===== src/rtl/pll_port_pkg.sv =====
// Package: shared widths and the layout of the pointer byte.
// Assumes the index field plus the two flag bits fill exactly one byte.
package pll_port_pkg;
    parameter int unsigned BYTE_W  = 8;
    parameter int unsigned IDX_W   = 6;
    localparam int unsigned IDX_LSB = BYTE_W - IDX_W;
    localparam int unsigned ARM_BIT = 1;
    localparam int unsigned NUM_REGS = 1 << IDX_W;

    typedef logic [BYTE_W-1:0] byte_t;
    typedef logic [IDX_W-1:0]  idx_t;
endpackage


===== src/rtl/pll_ptr_latch.sv =====
// Module: holds the pointer byte (register index plus arm flag).
// Assumes a single-cycle load strobe. Bit 0 of the byte is not stored.
module pll_ptr_latch
    import pll_port_pkg::*;
(
    input  logic  clk,
    input  logic  rst_n,
    input  logic  load,
    input  byte_t wdata,
    output idx_t  idx,
    output logic  armed,
    output byte_t ptr_rb
);
    // Capture the index and arm flag on a pointer write.
    always_ff @(posedge clk) begin
        if (!rst_n) begin
            idx   <= '0;
            armed <= 1'b0;
        end else if (load) begin
            idx   <= wdata[BYTE_W-1:IDX_LSB];
            armed <= wdata[ARM_BIT];
        end
    end

    // Rebuild the readback byte. The unstored bit 0 reads as zero.
    always_comb begin
        ptr_rb = {idx, armed, 1'b0};
    end

    a_r2_ptr_capture: assert property (@(posedge clk) disable iff (!rst_n)
        load |=> (idx == $past(wdata[BYTE_W-1:IDX_LSB])) && (armed == $past(wdata[ARM_BIT])));
    a_r2_ptr_hold: assert property (@(posedge clk) disable iff (!rst_n)
        !load |=> $stable(idx) && $stable(armed));
endmodule


===== src/rtl/pll_reg_bank.sv =====
// Module: the configuration register file and its fixed field taps.
// Assumes the index does not change in a cycle that carries a window write.
module pll_reg_bank
    import pll_port_pkg::*;
#(
    parameter int unsigned POST_IDX = 5,
    parameter int unsigned POST_W   = 2,
    parameter int unsigned FB_IDX   = 7,
    parameter int unsigned REF_IDX  = 2
) (
    input  logic              clk,
    input  logic              rst_n,
    input  logic              wr_req,
    input  logic              armed,
    input  idx_t              idx,
    input  byte_t             wdata,
    output byte_t             cur_word,
    output logic [POST_W-1:0] post_code,
    output byte_t             fb_word,
    output byte_t             ref_word
);
    byte_t mem [NUM_REGS];
    logic  commit;

    // A window write lands only while the pointer is armed.
    always_comb begin
        commit = wr_req && armed;
    end

    // Each register clears on reset and loads when its index commits.
    for (genvar g = 0; g < NUM_REGS; g++) begin : g_reg
        always_ff @(posedge clk) begin
            if (!rst_n) begin
                mem[g] <= '0;
            end else if (commit && (idx == idx_t'(g))) begin
                mem[g] <= wdata;
            end
        end
    end

    // Select the indexed register and drive the fixed taps.
    always_comb begin
        cur_word  = mem[idx];
        post_code = mem[POST_IDX][POST_W-1:0];
        fb_word   = mem[FB_IDX];
        ref_word  = mem[REF_IDX];
    end

    a_r3_write_lands: assert property (@(posedge clk) disable iff (!rst_n)
        (wr_req && armed) |=> cur_word == $past(wdata));
    a_r4_locked_ignored: assert property (@(posedge clk) disable iff (!rst_n)
        (wr_req && !armed) |=> $stable(cur_word));
endmodule


===== src/rtl/pll_read_mux.sv =====
// Module: chooses which byte location is returned to the host.
// Assumes a combinational read with no side effects.
module pll_read_mux
    import pll_port_pkg::*;
(
    input  logic  sel,
    input  byte_t ptr_rb,
    input  byte_t cur_word,
    output byte_t rdata
);
    // Location 0 is the pointer byte, location 1 is the window.
    always_comb begin
        rdata = sel ? cur_word : ptr_rb;
    end
endmodule


===== src/rtl/pll_indirect_port.sv =====
// Module: top of the indirect clock-configuration register port.
// Assumes at most one byte strobe per cycle, with bus_sel picking the location.
module pll_indirect_port
    import pll_port_pkg::*;
(
    input  logic       clk,
    input  logic       rst_n,
    input  logic       bus_wr,
    input  logic       bus_sel,
    input  logic [7:0] bus_wdata,
    output logic [7:0] bus_rdata,
    output logic [1:0] pix_post_code,
    output logic [7:0] pix_fb_div,
    output logic [7:0] ref_div
);
    localparam int unsigned POST_IDX = 5;
    localparam int unsigned FB_IDX   = 7;
    localparam int unsigned REF_IDX  = 2;

    logic  ptr_load, win_wr, armed;
    idx_t  idx;
    byte_t ptr_rb, cur_word;

    // Split the byte strobe between the two locations.
    always_comb begin
        ptr_load = bus_wr && !bus_sel;
        win_wr   = bus_wr && bus_sel;
    end

    pll_ptr_latch u_ptr (
        .clk    (clk),
        .rst_n  (rst_n),
        .load   (ptr_load),
        .wdata  (bus_wdata),
        .idx    (idx),
        .armed  (armed),
        .ptr_rb (ptr_rb)
    );

    pll_reg_bank #(
        .POST_IDX (POST_IDX),
        .POST_W   (2),
        .FB_IDX   (FB_IDX),
        .REF_IDX  (REF_IDX)
    ) u_bank (
        .clk       (clk),
        .rst_n     (rst_n),
        .wr_req    (win_wr),
        .armed     (armed),
        .idx       (idx),
        .wdata     (bus_wdata),
        .cur_word  (cur_word),
        .post_code (pix_post_code),
        .fb_word   (pix_fb_div),
        .ref_word  (ref_div)
    );

    pll_read_mux u_rmux (
        .sel      (bus_sel),
        .ptr_rb   (ptr_rb),
        .cur_word (cur_word),
        .rdata    (bus_rdata)
    );

    a_r7_post_tap: assert property (@(posedge clk) disable iff (!rst_n)
        (win_wr && armed && idx == idx_t'(POST_IDX)) |=> pix_post_code == $past(bus_wdata[1:0]));
    a_r8_fb_tap: assert property (@(posedge clk) disable iff (!rst_n)
        (win_wr && armed && idx == idx_t'(FB_IDX)) |=> pix_fb_div == $past(bus_wdata));
endmodule


===== config.mk =====
export PLATFORM = sky130hd
export DESIGN_NAME = pll_indirect_port
export DESIGN_NICKNAME = d
export VERILOG_FILES = /design/src/rtl/pll_port_pkg.sv /design/src/rtl/pll_ptr_latch.sv /design/src/rtl/pll_reg_bank.sv /design/src/rtl/pll_read_mux.sv /design/src/rtl/pll_indirect_port.sv
export SDC_FILE = /design/constraint.sdc
export NUM_CORES = 1
export LEC_CHECK = 0
export ABC_AREA = 1
export BUFFER_PORTS_ARGS = -buffer_cell sky130_fd_sc_hd__buf_2
export CAP_MARGIN = 20
export CORE_MARGIN = 1.5
export CORE_UTILIZATION = 30
export DETAILED_ROUTE_END_ITERATION = 12
export GPL_ROUTABILITY_DRIVEN = 0
export SYNTH_ARGS = -nofsm -noshare
export SYNTH_HDL_FRONTEND = slang
export SYNTH_SLANG_ARGS = --single-unit
export TNS_END_PERCENT = 10

===== constraint.sdc =====
create_clock -name clk -period 6.3 [get_ports clk]
set_clock_uncertainty 0.1 [all_clocks]
set_input_delay 0.945 -clock clk [delete_from_list [all_inputs] [get_ports clk]]
set_output_delay 0.945 -clock clk [all_outputs]
set_load 0.02 [all_outputs]

Word level (Yosys, flattened, before mapping):

Memory sizes are Yosys's and may differ from the RTL's. A register that Yosys moved wholly into a read port is not among the register bits.
Cells that the tools add are included.

* bitwise gates (word level): 64
* eq/ne operators: 63
* multiplexer cells: 260
* reduce and logical (&&, ||, !) cells: 69

Operators by type and width (count)
* 8-bit 2-to-1 mux: 65
* 1-bit 2-to-1 mux: 193
* 6-bit equality test (second input constant): 32
* 6-bit by 5-bit equality test with 1-bit output (second input constant): 16
* 1-bit logical AND: 67
* 1-bit bitwise OR: 64
* 6-bit by 4-bit equality test with 1-bit output (second input constant): 8
* 6-bit by 3-bit equality test with 1-bit output (second input constant): 4
* 6-bit by 2-bit equality test with 1-bit output (second input constant): 2
* 6-bit 2-to-1 mux: 2
* 6-bit by 1-bit equality test with 1-bit output (second input constant): 1
* 6-bit logical NOT: 1
* 1-bit logical NOT: 1

* memories kept: 1
* register bits after elaboration: 7
* bits in writable memories: 512
* output and inout port bits: 26
* word-level logic and storage cells: 459

Memory list
* u_bank.mem: depth 64, width 8, rd ports 4, clocked after memory_dff 1, write ports 64, line pll_reg_bank.sv:22 `byte_t mem [NUM_REGS];`

Depth between registers and ports, before layout:

Gate-level depths: netlist (run 1).

* word-level depth: 7
* gate-level depth with buffers: 14
* depth with buffers taken out: 11

Hierarchy:

Synthesis (run 1) repeated with hierarchy kept, for this count alone.

* cell total of the unflattened synthesis: 2892
* area total of the unflattened synthesis: 25251.7 sq um

By module, submodules not included
* pll_reg_bank: area an instance 24782.5 sq um, cells an instance 2810, times used 1
* pll_ptr_latch: area an instance 346.6 sq um, cells an instance 52, times used 1
* pll_read_mux: area an instance 105.1 sq um, cells an instance 26, times used 1
* pll_indirect_port: area an instance 17.5 sq um, cells an instance 4, times used 1

Least setup slack after synthesis (run 1):

Ideal clock, no wire load.

* kind: input port to flip-flop
* start: in bus_sel
* end: mem u_bank.mem[36][0] (netlist bit) (enable)
* buffers on the path: 2
* stages on the path: 6
* required time: 5.816 ns
* data arrival time: 2.234 ns
* slack: 3.582 ns
* library setup time: 0.384 ns
* path through: buf_4 nand3_4 nor2_2 nand2_2 buf_1 o21ai_0

RTL lines
* start, declared: line pll_indirect_port.sv:9 `input logic bus_sel,`
* end, declared: line pll_reg_bank.sv:22

==> impl_results.rst, run 1 <==
.. list-table::
   :header-rows: 1

   * - Metric
     - Value
   * - Cell area after layout
     - roughly 28000 um2
   * - Count of yosys warnings during synthesis
     - 0
   * - Fmax
     - around 0.21 GHz
   * - Number of clock buffers inserted by TritonCTS
     - 54
   * - Worst rel slew slack
     - between 20 and 30%
   * - Library cell with the largest summed area after synthesis
     - sky130_fd_sc_hd__edfxtp_1
   * - Vias/cell
     - approximately 5.1
   * - Status
     - finished clean
   * - Transition time of the tightest slew-check pin
     - 1.074 ns
   * - Global-route congestion overflow total
     - 0
   * - I/O pin cnt
     - 38
   * - Number of hold-repair buffers added at the cts stage
     - 0
   * - Most frequently used cell type in the post-synthesis netlist
     - sky130_fd_sc_hd__nand2_1
   * - Area enclosed by the die boundary
     - 84760 um2
   * - Average wire per standard cell
     - 20.16 um
   * - Primary flip-flop cell chosen by synthesis mapping
     - sky130_fd_sc_hd__edfxtp_1
   * - Number of instances resized during post-cts repair
     - 0
   * - Setup CP Type
     - reg2out
   * - Number of sinks driven by the clock tree
     - between 500 and 600
   * - Sequential fraction of the synthesis area
     - ~63%
   * - Proportion of register bits with asynchronous set or reset after synthesis
     - 0%
   * - Number of nets at the end of the flow
     - between 2000 and 3000
   * - Worst hold path class
     - reg2reg
   * - Number of instances in the synthesized netlist
     - 2516
   * - Final setup violation count
     - 0
   * - Number of storage elements in the synthesis netlist
     - ~530
   * - Die height
     - between 200 and 300 um
   * - Global router's overall resource usage
     - approximately 17%
   * - TritonCTS clock tree
     - done
   * - Buffer cell driving the clock tree root
     - sky130_fd_sc_hd__clkbuf_16
   * - Max cap viols
     - 0
   * - HPWL after DPL
     - between 40000 and 50000 um
   * - Area delta synth->final
     - 10.92%
   * - Data required time at the worst endpoint
     - roughly 5.3 ns
   * - Ratio of final minimum period to clock period
     - 75.49%
   * - Post-synthesis net count
     - 2528
   * - Largest net degree at the start of global routing
     - about 130
   * - Most frequent cells after synthesis
     - 614 x sky130_fd_sc_hd__nand2_1, 517 x sky130_fd_sc_hd__nor2_1, 512 x sky130_fd_sc_hd__edfxtp_1, 480 x sky130_fd_sc_hd__nand3_1, 71 x sky130_fd_sc_hd__o21ai_0
   * - Mean Syn Cell Area
     - a little under 10 um2
   * - Die width
     - approximately 290 um
   * - Element type at the critical path start
     - flop
   * - First-iteration detailed-routing DRC count
     - approximately 1800
   * - Number of levels the H-tree was split into
     - 2
   * - Row cnt
     - around 110
   * - RSZ-0062 raised after global routing
     - false
   * - P_leak
     - roughly 10 nW
   * - EDFF count, synth
     - roughly 500
   * - Residual DRC
     - 0
   * - Initial antenna violation count
     - 1
   * - Highest ir drop seen on vdd
     - between 0.2 and 0.25 mV
   * - DR vias
     - 18440
   * - Starting Density
     - 30.33%
   * - Post-layout minimum cycle time
     - roughly 4.8 ns
   * - Summed instance area of the synthesized netlist
     - 24910 um2
   * - Share of Yosys cell area claimed by the top area cell type
     - about three fifths
   * - Largest cells by area after synthesis
     - sky130_fd_sc_hd__edfxtp_1 62%, sky130_fd_sc_hd__nand3_1 9.6%, sky130_fd_sc_hd__nand2_1 9.3%
   * - Antenna diode instance count
     - 0
   * - Via count of the first global-routing pass
     - between 15000 and 20000
   * - Core area
     - between 80000 and 90000 um2
   * - Final Max Slew Viols
     - 0
   * - Routed wire length
     - 72950 um
   * - Maximum fanout along the worst path
     - 81
   * - Total count of hold-check failures in the final report
     - 0
   * - Setup total negative slack
     - 0 ns
   * - Largest buffer count on any clock path
     - 3
   * - Clock insertion delay at the later pin of the skew report
     - 0.61 ns
   * - Clock transition at the registers of the reported paths
     - 0.06 ns
   * - Global-route wire length before repair
     - ~110000 um
   * - Post-CTS Setup Bufs
     - 0
   * - Number of distinct standard cells referenced by the synthesized netlist
     - 23
   * - Worst setup EP type
     - output pin
   * - Number of I/O port buffers
     - 37
   * - Iteration count of the initial detailed-routing pass
     - 5
   * - Power per cell area
     - 283.6 nW/um2
   * - Worst Path Arrival
     - about 3.7 ns
   * - Layout cell share with drive strength beyond 1
     - about 11%
   * - Placed instance area
     - 25850 um2
   * - Antenna violation net count after detailed routing
     - 0
cell families (layout without fill, tap and decap cells):
family	Yosys count	count (layout)	synth area share, %
and+or+nand+nor	1680	1680	30.53
DFF	525	525	62.77
buffers and inverters	232	264	5.114
AOI/OAI and AO/OA	79	79	1.587
where the power goes:
group	leakage (nW)	switching (mW)	internal, mW
combinational	4.11	0.587	0.174
clock	0.807	1.34	1.74
sequential	5.39	0.0521	3.94
final timing paths:
| kind | from | to | slack, ns | depth (start not counted) |
|---|---|---|---|---|
| setup / recovery | flop | bus_rdata[7] | 1.54 | 12 |
| setup reg to reg | u_ptr.idx[0] | u_bank.mem[33][4] | 3.44 | 7 |
| hold reg to reg | u_ptr.idx[0] | flop | 0.45 | 2 |
| hold / removal | u_ptr.idx[0] | flop | 0.45 | 2 |
worst max-delay path, stage by stage, from the launching register on:
cell	delay (ns)
sky130_fd_sc_hd__dfxtp_4	0.48
sky130_fd_sc_hd__inv_6	0.37
sky130_fd_sc_hd__buf_4	0.84
sky130_fd_sc_hd__nand3_1	0.15
sky130_fd_sc_hd__nand3_1	0.16
sky130_fd_sc_hd__nand3_1	0.25
sky130_fd_sc_hd__nand2_1	0.15
sky130_fd_sc_hd__nand2_1	0.06
sky130_fd_sc_hd__nand3_1	0.13
sky130_fd_sc_hd__nand2_1	0.13
sky130_fd_sc_hd__nand2_1	0.09
sky130_fd_sc_hd__nand2_1	0.09
sky130_fd_sc_hd__buf_2	0.17
per-stage QoR:
| step | hold WS (ns) | utilization [%] | power, mW | setup WS [ns] | std cells |
|---|---|---|---|---|---|
| 2_1_floorplan | 0.4054 | - | 4.536 | 3.582 | 2516 |
| 3_3_place_gp | 0.4475 | 31.35 | 4.802 | 2.202 | 3483 |
| 3_5_place_dp | 0.4430 | 31.49 | 4.811 | 2.195 | 3502 |
| 4_1_cts | 0.4542 | 33.49 | 7.851 | 1.546 | 3595 |
| 5_1_grt | 0.4809 | 33.65 | 8.046 | 1.374 | 3618 |
| 6_report | 0.4541 | 33.65 | 7.835 | 1.544 | 3618 |
registers in the layout (all words and copies together) (netlist names), named ones only:
| register | count |
|---|---|
| u_ptr.armed | 1 |
| u_bank.mem | 512 |
| u_ptr.idx | 6 |
final cells by class:
cell class              instances  area [um2]
clock buffers                  64        1410
inverters                      46       186.4
multi-input cells            1759        7999
repair buffers                125       812.0
flip-flops and latches        525       15640
well taps                    1070        1339
clock inverters                29       237.7
fillers                      8280       54480
per-layer routing:
metal | vias to the layer above | share of wire [%] | GRT usage (%)
met4 | 0 | 3.9 | 7.560
met2 | 907 | 47 | 27.14
met5 | - | 0 | 0
li1 | 8507 | - | -
met1 | 8880 | 40 | 22.41
met3 | 148 | 8.9 | 2.168
cell usage in the layout (no fill, tap or decap):
cell type / count
sky130_fd_sc_hd__a21oi_1: 8
sky130_fd_sc_hd__buf_12: 3
sky130_fd_sc_hd__buf_2: 65
sky130_fd_sc_hd__buf_4: 49
sky130_fd_sc_hd__buf_6: 1
sky130_fd_sc_hd__bufinv_16: 4
sky130_fd_sc_hd__clkbuf_1: 9
sky130_fd_sc_hd__clkbuf_16: 55
sky130_fd_sc_hd__clkbuf_2: 2
sky130_fd_sc_hd__clkbuf_4: 5
sky130_fd_sc_hd__clkinv_1: 15
sky130_fd_sc_hd__clkinv_2: 11
sky130_fd_sc_hd__clkinvlp_4: 1
sky130_fd_sc_hd__dfxtp_1: 10
sky130_fd_sc_hd__dfxtp_2: 1
sky130_fd_sc_hd__dfxtp_4: 2
sky130_fd_sc_hd__edfxtp_1: 512
sky130_fd_sc_hd__inv_1: 26
sky130_fd_sc_hd__inv_2: 14
sky130_fd_sc_hd__inv_6: 4
sky130_fd_sc_hd__nand2_1: 614
sky130_fd_sc_hd__nand2_2: 6
sky130_fd_sc_hd__nand3_1: 480
sky130_fd_sc_hd__nand3_2: 7
sky130_fd_sc_hd__nand3_4: 38
sky130_fd_sc_hd__nor2_1: 517
sky130_fd_sc_hd__nor2_2: 4
sky130_fd_sc_hd__nor2_4: 14
sky130_fd_sc_hd__o21ai_0: 71
Power figures use the tool's default switching activity.
==> run 2: changes to the inputs <==
clock period = 4.7 ns   (was 6.3 ns; I/O delays follow)
==> run 2 against run 1 <==
Compared with the run above:
- flip-flop and latch count is the same
- die area is the same
- worst setup slack lost 0.91 ns
- clock-buffer cell count shrank 1
- final area grew 0.43%
- non-clock buffer count grew 2
- sequential power grew 34%
- largest cell class unchanged
==> impl_results.rst, run 2 (synthesized netlist as in run 1, its figures left out) <==
.. list-table::
   :header-rows: 1

   * - Metric
     - Value
   * - HPWL after DPL
     - 45070 um
   * - Top flop regs
     - u_bank.mem x512, u_ptr.idx x6, u_ptr.armed x1
   * - Area enclosed by the die boundary
     - about 85000 um2
   * - Part of the power in the clock network
     - between 30% and 40%
   * - Placed instance area
     - roughly 26000 um2
   * - Post-CTS Setup Bufs
     - 0
   * - Post-Route Hold Slack
     - 0.3839 ns
   * - Post-layout minimum cycle time
     - approximately 4 ns
   * - Highest ir drop seen on vdd
     - 0.2949 mV
   * - Number of instances resized during post-cts repair
     - 0
   * - Vias/cell
     - between 5 and 6
   * - Worst setup EP type
     - output pin
   * - TritonCTS clock tree
     - done
   * - Via count of the first global-routing pass
     - roughly 18000
   * - Sum of routed wire segments on met1
     - approximately 30000 um
   * - Initial antenna violation count
     - 2
   * - Final Max Slew Viols
     - 0
   * - Cell-by-cell listing of the critical path
     - inv_6 > buf_4 > nand3_1 > nand3_1 > nand3_1 > nand2_1 > nand2_1 > nand3_1 > nand2_1 > nand2_1 > nand2_1 > buf_2
   * - Worst rel slew slack
     - 26.25%
   * - Dpl cells
     - between 3000 and 4000
   * - Starting Density
     - slightly above 30%
   * - First-iteration detailed-routing DRC count
     - 1984
   * - Clock transition at the registers of the reported paths
     - 0.06 ns
   * - Fmax
     - between 0.2 and 0.25 GHz
   * - Layout cell share with drive strength beyond 1
     - a little under an eighth
   * - Setup CP Type
     - reg2out
   * - Crit path largest cell delay
     - just over 0.7 ns
   * - Flop pwr share
     - between 50% and 60%
   * - Element type at the critical path start
     - flop
   * - Launch instance of the worst register-to-register path
     - u_ptr.idx[3]
   * - Global-route wire length before repair
     - approximately 110000 um
   * - Number of sinks driven by the clock tree
     - roughly 530
   * - Number of levels the H-tree was split into
     - 2
   * - Total count of hold-check failures in the final report
     - 0
   * - Worst hold path class
     - in2reg
   * - Row cnt
     - roughly 110
   * - Core area
     - just over 80000 um2
   * - Die width
     - a little under 300 um
   * - Number of nets at the end of the flow
     - about 2500
   * - Hold Path Origin
     - bus_wdata[7]
   * - Iteration count of the initial detailed-routing pass
     - 6
   * - Number of I/O port buffers
     - 37
   * - CP dominant cell by count
     - sky130_fd_sc_hd__nand2_1
   * - DR vias
     - ~18000
   * - Top layer reached by signal wires
     - met5
   * - Setup total negative slack
     - 0 ns
   * - Buffer cell driving the clock tree root
     - sky130_fd_sc_hd__clkbuf_16
   * - Largest net degree at the start of global routing
     - roughly 130
   * - Leading cell type in the layout, fill and taps excluded
     - sky130_fd_sc_hd__nand2_1
   * - Number of hold-repair buffers added at the cts stage
     - 0
   * - Wire length on met2
     - 34140 um
   * - Area delta synth->final
     - 11.39%
   * - Antenna diode instance count
     - 0
   * - Number of clock buffers inserted by TritonCTS
     - between 50 and 60
   * - Worst Path Arrival
     - roughly 3.3 ns
   * - Register with the highest flop count
     - u_bank.mem
   * - Max FFs per register
     - around 500
   * - P_leak
     - about 10 nW
   * - Die height
     - 291.1 um
   * - Global-route congestion overflow total
     - 0
   * - Transition time of the tightest slew-check pin
     - approximately 1.1 ns
   * - Final setup violation count
     - 0
   * - Clock insertion delay at the later pin of the skew report
     - 0.62 ns
   * - Average wire per standard cell
     - 19.91 um
   * - Highest-count cells in the layout ignoring fill and taps
     - 614 x sky130_fd_sc_hd__nand2_1, 517 x sky130_fd_sc_hd__nor2_1, 512 x sky130_fd_sc_hd__edfxtp_1
   * - Power per cell area
     - about 380 nW/um2
   * - Global router's overall resource usage
     - between 15 and 20%
   * - Internal power
     - about 8 mW
   * - Cell area after layout
     - roughly 28000 um2
   * - RSZ-0062 raised after global routing
     - false
   * - I/O pin cnt
     - 38
   * - Status
     - finished clean
   * - Maximum fanout along the worst path
     - approximately 120
   * - Share of power burned in combinational logic
     - around a tenth
   * - Met3 WL
     - 6034 um
   * - Routed wire length
     - between 70000 and 80000 um
   * - Max cap viols
     - 0
   * - Largest buffer count on any clock path
     - 3
   * - Data required time at the worst endpoint
     - 3.89 ns
   * - Residual DRC
     - 0
   * - Slowest stage cell on the critical path
     - sky130_fd_sc_hd__inv_6
   * - Final Non-Filler Cells
     - 3627
   * - Antenna violation net count after detailed routing
     - 0
   * - Ratio of final minimum period to clock period
     - slightly below 90%
   * - Switching power total
     - ~2.7 mW
   * - Sw Ratio
     - between 20% and 30%
run 2: area by class of cell:
cell class	count	area, um2
fill	8301	54360
tap	1070	1339
clock inverter	37	279.0
sequential	525	15640
multi-input combinational	1759	7999
inverter	46	186.4
timing repair buffer	127	892.1
clock buffer	63	1406
run 2: metrics by stage:
| stage | power (mW) | util [%] | setup slack (ns) |
|---|---|---|---|
| 2_1_floorplan | 6.080 | - | 2.222 |
| 3_3_place_gp | 6.425 | 31.49 | 1.333 |
| 3_5_place_dp | 6.440 | 31.62 | 1.368 |
| 4_1_cts | 10.56 | 33.67 | 0.7009 |
| 5_1_grt | 10.83 | 33.79 | 0.4767 |
| 6_report | 10.54 | 33.79 | 0.6345 |
run 2: final timing paths:
check / to / slack, ns / depth (start not counted)
worst max-delay path: bus_rdata[5] / 0.63 / 12
worst min-delay path: flop / 0.38 / 3
worst max register to register: u_bank.mem[33][4] / 1.96 / 6
worst min register to register: flop / 0.47 / 2
run 2: worst max-delay path: cells and delay by family (launching register included):
kind / cells / cell delay [ns]
DFF: 1 / 0.37
buffers and inverters: 3 / 1.19
and+or+nand+nor: 9 / 1.00
run 2: per-layer routing:
metal	vias to the layer above	global-route usage (%)
met1	8955	22.41
met4	2	5.861
li1	8528	-
met5	-	0
met3	136	2.932
met2	792	27.23
run 2: power groups by stage:
stage | Sequential, mW | Clock, mW | Combinational, mW
2_1_floorplan | 5.42 | 0 | 0.659
3_3_place_gp | 5.43 | 0 | 0.991
3_5_place_dp | 5.44 | 0 | 1.00
4_1_cts | 5.34 | 4.22 | 1.01
5_1_grt | 5.35 | 4.38 | 1.10
6_report | 5.33 | 4.18 | 1.02
==> run 3: changes to the inputs <==
--- a/config.mk
+++ b/config.mk
@@ -8,5 +8,5 @@
 export ABC_AREA = 1
 export BUFFER_PORTS_ARGS = -buffer_cell sky130_fd_sc_hd__buf_2
-export CAP_MARGIN = 20
+export CAP_MARGIN = 10
 export CORE_MARGIN = 1.5
 export CORE_UTILIZATION = 30
==> constraint.sdc (replaced) <==
create_clock -name clk -period 4.7 [get_ports clk]
set_clock_uncertainty 0.1 [all_clocks]
set_input_delay 0.705 -clock clk [delete_from_list [all_inputs] [get_ports clk]]
set_output_delay 0.705 -clock clk [all_outputs]
set_load 0.005 [all_outputs]
==> run 3 against run 2 <==
Compared with the run above:
- clock-buffer cell count increased by 11
- via count decreased by 1.1%
- highest routed layer is now met4
- sequential power about the same
- largest cell class unchanged
==> impl_results.rst, run 3 (synthesized netlist as in run 1, its figures left out) <==
.. list-table::
   :header-rows: 1

   * - Metric
     - Value
   * - Status
     - finished clean
   * - Largest net degree at the start of global routing
     - approximately 160
   * - HPWL after DPL
     - 44520 um
   * - DR vias
     - 18210
   * - Via count of the first global-routing pass
     - 17580
   * - Dpl cells
     - 3490
   * - Post-Route Hold Slack
     - roughly 0.38 ns
   * - Routed wire length
     - 71920 um
   * - Residual DRC
     - 0
   * - Final Non-Filler Cells
     - between 3000 and 4000
   * - Die width
     - roughly 290 um
   * - Met3 WL
     - ~5500 um
   * - Ratio of final minimum period to clock period
     - 88.88%
   * - Worst rel slew slack
     - between 10% and 20%
   * - I/O pin cnt
     - 38
   * - Register with the highest flop count
     - u_bank.mem
   * - Number of hold-repair buffers added at the cts stage
     - 0
   * - Fillers
     - 8317
   * - Max FFs per register
     - 512
   * - TritonCTS clock tree
     - done
   * - Antenna diode instance count
     - 0
   * - Data required time at the worst endpoint
     - 3.89 ns
   * - Post-CTS Setup Bufs
     - 0
   * - Total count of hold-check failures in the final report
     - 0
   * - Number of sinks driven by the clock tree
     - 525
   * - Overall power consumption
     - between 10 and 15 mW
   * - Starting Density
     - 30.33%
   * - Global router's overall resource usage
     - roughly 17%
   * - Number of clock buffers inserted by TritonCTS
     - 53
   * - Vias/cell
     - between 5 and 6
   * - Number of levels the H-tree was split into
     - 2
   * - Cell area after layout
     - 27540 um2
   * - Final setup violation count
     - 0
   * - Area enclosed by the die boundary
     - about 85000 um2
   * - Top layer reached by signal wires
     - met4
   * - Register area
     - between 15000 and 20000 um2
   * - Multi-input logic area
     - between 7000 and 8000 um2
   * - Max cap viols
     - 0
   * - Post-placement setup slack
     - around 1.3 ns
   * - Clock insertion delay at the later pin of the skew report
     - slightly above 0.6 ns
   * - Number of I/O port buffers
     - 37
   * - Initial antenna violation count
     - 0
   * - Worst-case reg-to-reg path depth
     - 4
   * - Highest ir drop seen on vdd
     - just over 0.3 mV
   * - Highest-count cells in the layout ignoring fill and taps
     - 614 x sky130_fd_sc_hd__nand2_1, 517 x sky130_fd_sc_hd__nor2_1, 512 x sky130_fd_sc_hd__edfxtp_1
   * - Power per cell area
     - roughly 370 nW/um2
   * - RSZ-0062 raised after global routing
     - false
   * - Cell count of the worst hold path
     - 3
   * - Placed instance area
     - around 26000 um2
   * - CP endpoint
     - bus_rdata[0]
   * - Fmax
     - about 0.24 GHz
   * - Setup total negative slack
     - 0 ns
   * - Iteration count of the initial detailed-routing pass
     - 5
   * - Number of instances resized during post-cts repair
     - 0
   * - Core area
     - 82110 um2
   * - Die height
     - 291.1 um
   * - Element type at the critical path start
     - flop
   * - Layout cell share with drive strength beyond 1
     - a little over a tenth
   * - Leading cell type in the layout, fill and taps excluded
     - sky130_fd_sc_hd__nand2_1
   * - Row cnt
     - roughly 110
   * - P_leak
     - a little over 10 nW
   * - Worst Path Arrival
     - 3.37 ns
   * - Maximum fanout along the worst path
     - 96
   * - Clock transition at the registers of the reported paths
     - 0.06 ns
   * - Global-route congestion overflow total
     - 0
   * - FF-to-FF setup slack
     - between 1.5 and 2 ns
   * - Antenna violation net count after detailed routing
     - 0
   * - First-iteration detailed-routing DRC count
     - about 1700
   * - Wire length on met2
     - approximately 34000 um
   * - Sum of routed wire segments on met1
     - slightly below 30000 um
   * - Worst setup EP type
     - output pin
   * - Top flop regs
     - u_bank.mem x512, u_ptr.idx x6, u_ptr.armed x1
   * - Number of nets at the end of the flow
     - 2503
   * - Reg2Reg Capture Point
     - u_bank.mem[46][4]
   * - Setup slack of the critical path after layout
     - 0.5228 ns
   * - Setup CP Type
     - reg2out
   * - Area delta synth->final
     - 10.57%
   * - Largest buffer count on any clock path
     - 3
   * - Launch instance of the worst register-to-register path
     - u_ptr.idx[1]
   * - Transition time of the tightest slew-check pin
     - roughly 1.2 ns
   * - Global-route wire length before repair
     - around 110000 um
   * - Final core area utilization
     - approximately 34%
   * - Average wire per standard cell
     - ~20 um
   * - Post-layout minimum cycle time
     - around 4.2 ns
   * - Final Max Slew Viols
     - 0
   * - Buffer cell driving the clock tree root
     - sky130_fd_sc_hd__clkbuf_16
   * - Worst hold path class
     - in2reg
==> run 3: final cells by class <==
type	count	share of cell area, %
clock buffer	74	5.329
clock inverter	25	0.4816
inverter	46	0.6769
multi-input combinational	1759	29.04
sequential	525	56.80
tap	1070	4.861
timing repair buffer	106	2.803
==> run 3: worst min-delay path by stage <==
stage	startpoint	to	slack, ns
3_3_place_gp	u_ptr.idx[3]	u_ptr.idx[3]	0.45
3_5_place_dp	u_ptr.idx[3]	u_ptr.idx[3]	0.45
2_1_floorplan	u_ptr.idx[2]	flop	0.41
5_1_grt	bus_wdata[4]	flop	0.38
6_report	bus_wdata[4]	flop	0.38
4_1_cts	bus_wdata[4]	flop	0.35
==> run 3: layer usage <==
layer / track usage, % / vias up
met5: 0 / -
met4: 6.768 / 0
met3: 2.779 / 147
met2: 27.25 / 751
met1: 21.68 / 8827
li1: - / 8484
==> run 3: where the power goes <==
part / internal (mW) / switching (mW) / leakage [nW] / total [mW]
registers: 5.28 / 0.0646 / 5.39 / 5.34
clock network: 2.18 / 1.81 / 0.777 / 3.99
logic: 0.233 / 0.756 / 4.05 / 0.989
==> run 3: critical path, stage by stage (launching register included) <==
cell	delay, ns
sky130_fd_sc_hd__dfxtp_4	0.59
sky130_fd_sc_hd__inv_6	0.33
sky130_fd_sc_hd__buf_4	0.39
sky130_fd_sc_hd__nand3_1	0.11
sky130_fd_sc_hd__nand3_1	0.10
sky130_fd_sc_hd__nand2_1	0.15
sky130_fd_sc_hd__nand2_1	0.07
sky130_fd_sc_hd__nand3_1	0.18
sky130_fd_sc_hd__nand3_1	0.09
sky130_fd_sc_hd__a21oi_1	0.38
sky130_fd_sc_hd__buf_2	0.20
